File: src/rtl/dstb_pkg.sv
package dstb_pkg;

    typedef enum logic [0:0] {
        S_IDLE = 1'b0,
        S_XFER = 1'b1
    } seq_state_e;

    typedef enum logic [1:0] {
        ROLE_WR  = 2'd0,
        ROLE_RD  = 2'd1,
        ROLE_RS  = 2'd2,
        ROLE_ALL = 2'd3
    } pin_role_e;

    localparam int FLAG_W   = 3;
    localparam int FLAG_SEL = 0;
    localparam int FLAG_RD  = 1;
    localparam int FLAG_RS  = 2;

endpackage

File: src/rtl/dstb_seq.sv
module dstb_seq
    import dstb_pkg::*;
#(
    parameter int DW = 16,
    parameter int TW = 8
) (
    input  logic              clk,
    input  logic              rst_n,
    input  logic              valid_i,
    input  logic [DW-1:0]     word_i,
    input  logic [FLAG_W-1:0] flags_i,
    input  logic [TW-1:0]     len_i,
    output logic              ready_o,
    output logic              busy_o,
    output logic [TW-1:0]     k_o,
    output logic [DW-1:0]     word_o,
    output logic              sel_o,
    output logic              rd_o,
    output logic              rs_o
);
    localparam int HW = TW + 2;

    seq_state_e        state_q, state_d;
    logic [TW-1:0]     k_q;
    logic [DW-1:0]     word_q;
    logic [FLAG_W-1:0] flags_q;
    logic [HW-1:0]     next_half;
    logic              take, done;

    // half-step that opens the following cycle: 2k+2
    always_comb begin
        next_half = {1'b0, k_q, 1'b0} + HW'(2);
        take      = (state_q == S_IDLE) && valid_i;
        done      = (state_q == S_XFER) && (next_half >= {2'b00, len_i});
    end

    always_comb begin
        state_d = state_q;
        unique case (state_q)
            S_IDLE: if (take) state_d = S_XFER;
            S_XFER: if (done) state_d = S_IDLE;
            default: state_d = S_IDLE;
        endcase
    end

    always_ff @(posedge clk or negedge rst_n) begin
        if (!rst_n) state_q <= S_IDLE;
        else        state_q <= state_d;
    end

    always_ff @(posedge clk or negedge rst_n) begin
        if (!rst_n) begin
            k_q     <= '0;
            word_q  <= '0;
            flags_q <= '0;
        end else if (take) begin
            k_q     <= '0;
            word_q  <= word_i;
            flags_q <= flags_i;
        end else if (state_q == S_XFER) begin
            k_q <= k_q + 1'b1;
        end
    end

    always_comb begin
        ready_o = (state_q == S_IDLE);
        busy_o  = (state_q == S_XFER);
        k_o     = k_q;
        word_o  = word_q;
        sel_o   = flags_q[FLAG_SEL];
        rd_o    = flags_q[FLAG_RD];
        rs_o    = flags_q[FLAG_RS];
    end

    // no handshake while a transfer runs
    a_r1_busy_blocks_ready: assert property (@(posedge clk) disable iff (!rst_n)
        busy_o |-> !ready_o);

    // the latched word and flags hold for the whole transfer
    a_r10_latched_stable: assert property (@(posedge clk) disable iff (!rst_n)
        (busy_o && $past(busy_o)) |-> ($stable(word_q) && $stable(flags_q)));

    // every transfer starts at half-step zero
    a_r2_start_zero: assert property (@(posedge clk) disable iff (!rst_n)
        $rose(busy_o) |-> (k_q == '0));

endmodule

File: src/rtl/dstb_edge.sv
module dstb_edge #(
    parameter int TW = 8
) (
    input  logic [TW-1:0] k_i,
    input  logic          active_i,
    input  logic          idle_i,
    input  logic          level_mode_i,
    input  logic          level_i,
    input  logic [TW-1:0] up_i,
    input  logic [TW-1:0] dn_i,
    output logic          early_o,
    output logic          late_o
);
    logic [TW:0] h_early, h_late;
    logic        win_early, win_late;

    always_comb begin
        h_early   = {k_i, 1'b0};
        h_late    = {k_i, 1'b1};
        win_early = (h_early >= {1'b0, up_i}) && (h_early < {1'b0, dn_i});
        win_late  = (h_late  >= {1'b0, up_i}) && (h_late  < {1'b0, dn_i});
        if (!active_i) begin
            early_o = idle_i;
            late_o  = idle_i;
        end else if (level_mode_i) begin
            early_o = level_i;
            late_o  = level_i;
        end else begin
            early_o = idle_i ^ win_early;
            late_o  = idle_i ^ win_late;
        end
    end

endmodule

File: src/rtl/dstb_rdcap.sv
module dstb_rdcap #(
    parameter int DW = 16,
    parameter int TW = 8
) (
    input  logic          clk,
    input  logic          rst_n,
    input  logic          arm_i,
    input  logic [TW-1:0] k_i,
    input  logic [TW-1:0] cap_i,
    input  logic [DW-1:0] bus_i,
    output logic [DW-1:0] rd_data_o,
    output logic          rd_valid_o
);
    logic [DW-1:0] mid_q;
    logic          hit;

    // mid-cycle sample closes every even half-step
    always_ff @(negedge clk or negedge rst_n) begin
        if (!rst_n) mid_q <= '0;
        else        mid_q <= bus_i;
    end

    always_comb hit = arm_i && (k_i == {1'b0, cap_i[TW-1:1]});

    always_ff @(posedge clk or negedge rst_n) begin
        if (!rst_n) begin
            rd_data_o  <= '0;
            rd_valid_o <= 1'b0;
        end else begin
            rd_valid_o <= hit;
            if (hit) rd_data_o <= cap_i[0] ? bus_i : mid_q;
        end
    end

    // one capture per read transfer
    a_r9_single_pulse: assert property (@(posedge clk) disable iff (!rst_n)
        rd_valid_o |=> !rd_valid_o);

endmodule

File: src/rtl/dstb_strobe_gen.sv
module dstb_strobe_gen
    import dstb_pkg::*;
#(
    parameter int DW   = 16,
    parameter int TW   = 8,
    parameter int NPIN = 7
) (
    input  logic              clk,
    input  logic              rst_n,
    input  logic              in_valid_i,
    output logic              in_ready_o,
    input  logic [DW-1:0]     in_word_i,
    input  logic [2:0]        in_flags_i,
    input  logic [TW-1:0]     cfg_len_i,
    input  logic [TW-1:0]     cfg_cap_i,
    input  logic [TW-1:0]     cfg_cs_up_i,
    input  logic [TW-1:0]     cfg_cs_dn_i,
    input  logic [NPIN*TW-1:0] pin_up_i,
    input  logic [NPIN*TW-1:0] pin_dn_i,
    input  logic [2*NPIN-1:0] pin_role_i,
    input  logic [NPIN-1:0]   pin_idle_i,
    output logic [1:0]        cs_early_o,
    output logic [1:0]        cs_late_o,
    output logic [NPIN-1:0]   pin_early_o,
    output logic [NPIN-1:0]   pin_late_o,
    output logic [DW-1:0]     bus_o,
    output logic              bus_oe_o,
    input  logic [DW-1:0]     bus_i,
    output logic [DW-1:0]     rd_data_o,
    output logic              rd_valid_o
);
    localparam int NDISP = 2;

    logic          busy, sel, rd, rs;
    logic [TW-1:0] k;
    logic [DW-1:0] word;

    dstb_seq #(.DW(DW), .TW(TW)) u_seq (
        .clk     (clk),
        .rst_n   (rst_n),
        .valid_i (in_valid_i),
        .word_i  (in_word_i),
        .flags_i (in_flags_i),
        .len_i   (cfg_len_i),
        .ready_o (in_ready_o),
        .busy_o  (busy),
        .k_o     (k),
        .word_o  (word),
        .sel_o   (sel),
        .rd_o    (rd),
        .rs_o    (rs)
    );

    for (genvar p = 0; p < NPIN; p++) begin : g_pin
        pin_role_e role;
        logic      act;
        always_comb begin
            role = pin_role_e'(pin_role_i[2*p +: 2]);
            unique case (role)
                ROLE_WR:  act = busy && !rd;
                ROLE_RD:  act = busy && rd;
                ROLE_RS:  act = busy;
                ROLE_ALL: act = busy;
            endcase
        end
        dstb_edge #(.TW(TW)) u_edge (
            .k_i          (k),
            .active_i     (act),
            .idle_i       (pin_idle_i[p]),
            .level_mode_i (role == ROLE_RS),
            .level_i      (rs),
            .up_i         (pin_up_i[p*TW +: TW]),
            .dn_i         (pin_dn_i[p*TW +: TW]),
            .early_o      (pin_early_o[p]),
            .late_o       (pin_late_o[p])
        );
    end

    for (genvar d = 0; d < NDISP; d++) begin : g_cs
        logic act;
        always_comb act = busy && (sel == 1'(d));
        dstb_edge #(.TW(TW)) u_edge (
            .k_i          (k),
            .active_i     (act),
            .idle_i       (1'b1),
            .level_mode_i (1'b0),
            .level_i      (1'b0),
            .up_i         (cfg_cs_up_i),
            .dn_i         (cfg_cs_dn_i),
            .early_o      (cs_early_o[d]),
            .late_o       (cs_late_o[d])
        );
    end

    always_comb begin
        bus_o    = word;
        bus_oe_o = busy && !rd;
    end

    dstb_rdcap #(.DW(DW), .TW(TW)) u_rdcap (
        .clk        (clk),
        .rst_n      (rst_n),
        .arm_i      (busy && rd),
        .k_i        (k),
        .cap_i      (cfg_cap_i),
        .bus_i      (bus_i),
        .rd_data_o  (rd_data_o),
        .rd_valid_o (rd_valid_o)
    );

    // never two displays selected
    a_r6_one_cs: assert property (@(posedge clk) disable iff (!rst_n)
        ($countones(~cs_early_o) <= 1) && ($countones(~cs_late_o) <= 1));

    // resting levels between transfers
    a_r7_idle_levels: assert property (@(posedge clk) disable iff (!rst_n)
        in_ready_o |-> (pin_early_o == pin_idle_i && pin_late_o == pin_idle_i
                        && cs_early_o == 2'b11 && cs_late_o == 2'b11));

    // bus released outside writes
    a_r8_oe_write_only: assert property (@(posedge clk) disable iff (!rst_n)
        (in_ready_o || rd) |-> !bus_oe_o);

    // capture strobe only follows a read transfer
    a_r9_valid_after_read: assert property (@(posedge clk) disable iff (!rst_n)
        rd_valid_o |-> $past(busy && rd));

endmodule

File: config.mk
export PLATFORM = sky130hd
export DESIGN_NAME = dstb_strobe_gen
export DESIGN_NICKNAME = d
export VERILOG_FILES = /design/src/rtl/dstb_pkg.sv /design/src/rtl/dstb_seq.sv /design/src/rtl/dstb_edge.sv /design/src/rtl/dstb_rdcap.sv /design/src/rtl/dstb_strobe_gen.sv
export SDC_FILE = /design/constraint.sdc
export NUM_CORES = 1
export LEC_CHECK = 0
export BUFFER_PORTS_ARGS = -buffer_cell sky130_fd_sc_hd__buf_2
export CORE_MARGIN = 1
export CORE_UTILIZATION = 45
export CTS_BUF_LIST = sky130_fd_sc_hd__clkbuf_4 sky130_fd_sc_hd__clkbuf_8
export DETAILED_ROUTE_END_ITERATION = 8
export GPL_ROUTABILITY_DRIVEN = 0
export GPL_TIMING_DRIVEN = 0
export PLACE_DENSITY = 0.74
export RECOVER_POWER = 100
export SLEW_MARGIN = 20
export SYNTH_ARGS = -nofsm -noshare
export SYNTH_HDL_FRONTEND = slang
export SYNTH_SLANG_ARGS = --single-unit
File: constraint.sdc
create_clock -name clk -period 7 [get_ports clk]
set_input_delay 0.35 -clock clk [delete_from_list [all_inputs] [get_ports clk]]
set_output_delay 0.35 -clock clk [all_outputs]
set_load 0.1 [all_outputs]
==> reports/qor.yml <==
outcome:
  status: "complete, no violations"
synth:
  syn_area_per_cell_um2: 8.56
  netlist_instances: 821
  synth_xor_xnor_area_share_pct: 2.49
  synth_edf_count: 0
  synthSimpleGateAreaFrac_pct: 17.6
  ys_ff_latch: 61
  synth_top_family_by_area: "adder cells"
  synth_async_sr_flop_share_pct: 100
  synth_area_leaders: "ha_1 (24%), dfrtp_1 (16%), inv_1 (7.2%), dfrtn_1 (5.7%), mux2_2 (2.9%)"
  netlist_area_um2: 7030
  ys_seq_area_share_pct: 21.7
  synth_cell_types: 50
  syn-num-nets: 1160
  yosysTopAreaCellShare_pct: 24.2
  synth_ff_type: "dfrtp_1"
  yosysWarnings: 0
  synth_adder_area_share_pct: 24.2
  synthMuxAreaShare_pct: 5.30
  yosys.area.top_type: "ha_1"
  synth_compound_area_share_pct: 18.4
grt:
  grt_pass1_wl_um: 32100
  grt_max_degree: 62
  gr-total-overflow: 0
  grtUsageTotal_pct: 25.2
  grt_pass1_vias: 6718
  antenna_found_initial: 2
floorplan:
  fp.dieArea_um2: 16100
  core_area_um2: 15200
  die_w_um: 127
  ios: 256
  fp-row-count: 45
  fp.dieH_um: 127
  initial_core_util_pct: 46.3
worst_setup_path:
  critical_path_class: "reg -> out"
  critPathMaxFanout: 23
  cp-end-kind: "output pin"
  required_ns: 6.65
  worst_ep_arrival_time_ns: 4.89
  start_kind: "flip-flop"
  worst-r2r-setup-slack_ns: 2.77
route:
  wl_um: 20200
  vias_per_cell: 5.29
  via_count: 6772
  drc_errors: 0
  wl_per_cell_um: 15.7
  first_pass_iters: 4
  postRouteAntennaNets: 0
  drt_iter0_markers: 223
clocking:
  cts.clk_slew.worst_paths_ns: 0.08
  cts_tree: "done"
  cts_buffers: 9
  cts_max_level: 3
  clkLatencyLatePin_ns: 0.34
  cts-resized-gates: 0
  hold_buffers: 0
  cts_root_buffer: "clkbuf_8"
  post_cts_buffers: 0
  clockBufferDepth: 2
  clock-sinks: 61
sta:
  rsz0062_at_grt: "false"
  period_needed_ns: 5.24
  hold_violations: 0
  max_freq_mhz: 191
  slew_violations: 0
  setup_violations: 0
  finalSetupTns_ns: 0
  max_slew_margin_pct: 12.5
  tightest_slew_ns: 1.31
  finClkSkew_ns: 0.0182
  fin_crit_sh_pct: 74.9
place:
  io_buffers: 254
  hpwl_um: 15500
final_layout:
  utilization_pct: 57.0
  post_route_cells_drive_above_1_share_pct: 24.0
  fin_nets: 1425
  area_growth_pct: 23.3
job:
  maxCapViolCount: 0
worst_hold_path:
  min_path_type: "in -> async"
power:
  p_per_area_nw_per_um2: 361
  power.leakage_nw: 4.84
  ir_drop_mv: 0.541
state kept, by name, indices dropped and copies added, names as in the netlist:
| register | count |
|---|---|
| u_rdcap.mid_q | 16 |
| u_rdcap.rd_data_o | 16 |
| u_seq.word_o | 16 |
| u_seq.k_o | 8 |
| u_seq.flags_q | 3 |
| u_rdcap.rd_valid_o | 1 |
| u_seq.busy_o | 1 |
synth_stat cells (all sizes together) (4+ instances only):
library cell  number
ha               136
inv              134
o21ai             47
dfrtp             45
nand2             41
a21oi             37
nand2b            32
nor2              32
buf               28
a21o              25
nor2b             19
a211oi            18
mux2              18
mux2i             17
dfrtn             16
nand4b            14
o211ai            14
nand3             13
xnor2             12
and4              10
nand3b             9
o21a               8
xor2               8
nor3               7
o311ai             7
a22o               6
and2               6
nor4               6
or3                6
a211o              5
a221oi             5
a31oi              5
and3               5
o31a               5
a311o              4
clkbuf             4
nand4              4
worst max-delay path: stages (launching register included):
cell and delay (ns):
dfrtp_1 1.22, inv_1 0.89, ha_1 0.45, nor2b_1 0.14
a311o_1 0.13, a21oi_1 0.08, or4_1 0.52, nand3_1 0.09
buf_4 0.10, clkbuf_1 0.91
metrics by stage:
step | setup slack (ns) | instance area (µm²) | instances | hold WS (ns) | total power, mW
2_1_floorplan | 2.88 | 7030 | 821 | 0.0544 | 2.35
3_3_place_gp | 2.03 | 8540 | 1263 | 0.457 | 2.81
3_5_place_dp | 2.62 | 8540 | 1263 | 0.465 | 2.85
4_1_cts | 2.77 | 8750 | 1279 | 0.0966 | 3.18
5_1_grt | 1.59 | 8670 | 1281 | 0.134 | 3.35
6_report | 1.76 | 8670 | 1281 | 0.0760 | 3.13
metal layers:
| layer | vias up | track usage, % | wire length, µm |
|---|---|---|---|
| met4 | 0 | 7.84 | 412 |
| met2 | 213 | 44.8 | 9760 |
| li1 | 3424 | - | - |
| met3 | 29 | 3.14 | 1020 |
| met5 | - | 0 | 0 |
| met1 | 3106 | 31.9 | 8960 |
cell usage in the layout, fill, tap and decap left out, types with 7 or more instances in the layout:
cell type,n
nand4b_1,11
a21o_1,25
nor2b_1,19
xnor2_1,12
nand2_1,41
o21ai_1,7
clkbuf_8,10
a21oi_1,37
clkbuf_1,70
nor3_1,7
o21a_1,8
ha_1,136
dfrtp_1,42
o211ai_1,13
a211oi_1,15
nand3_1,13
nand3b_1,9
dfrtn_1,16
o21ai_0,40
mux2i_1,17
inv_1,134
xor2_1,8
buf_2,193
and4_1,10
mux2_2,18
nor2_1,32
buf_4,20
o311ai_0,7
nand2b_1,32
final cells by class:
| class | count | area, µm² |
|---|---|---|
| Fill cell | 1427 | 6530 |
| Inverter | 134 | 503 |
| Tap cell | 188 | 235 |
| Sequential cell | 61 | 1530 |
| Clock buffer | 11 | 145 |
| Timing Repair Buffer | 254 | 1200 |
| Buffer | 32 | 216 |
| Multi-Input combinational cell | 594 | 4780 |
| Antenna cell | 2 | 5.00 |
| Clock inverter | 5 | 58.8 |
final timing paths:
kind | from | end | cells past startpoint
setup / recovery | u_seq.k_o[0] | pin_late_o[2] | 9
hold / removal | rst_n | u_rdcap.rd_valid_o | 1
setup reg to reg | u_rdcap.mid_q[3] | u_rdcap.rd_data_o[3] | 2
hold reg to reg | u_rdcap.rd_data_o[9] | u_rdcap.rd_data_o[9] | 2
max in group asynchronous | rst_n | u_rdcap.mid_q[5] | 1
min in group clk | in_flags_i[2] | u_seq.flags_q[2] | 3
report_power, final:
group          internal [mW]  leakage, nW  switching (mW)  total [mW]
clock network          0.179       0.0994           0.142       0.321
logic                  0.609         3.99            1.54        2.15
registers              0.465        0.755           0.192       0.657
total                   1.25         4.84            1.88        3.13
logic make-up (layout without fill, tap and decap cells):
logic type | Yosys count | count (layout)
buf+inv | 166 | 436
mux | 35 | 35
flops | 61 | 61
xor+xnor | 20 | 20
compound gates | 192 | 192
simple gates | 211 | 211
fa+ha+maj | 136 | 136
other cells | 0 | 2
Note: power is estimated with default switching activity, not from simulation.
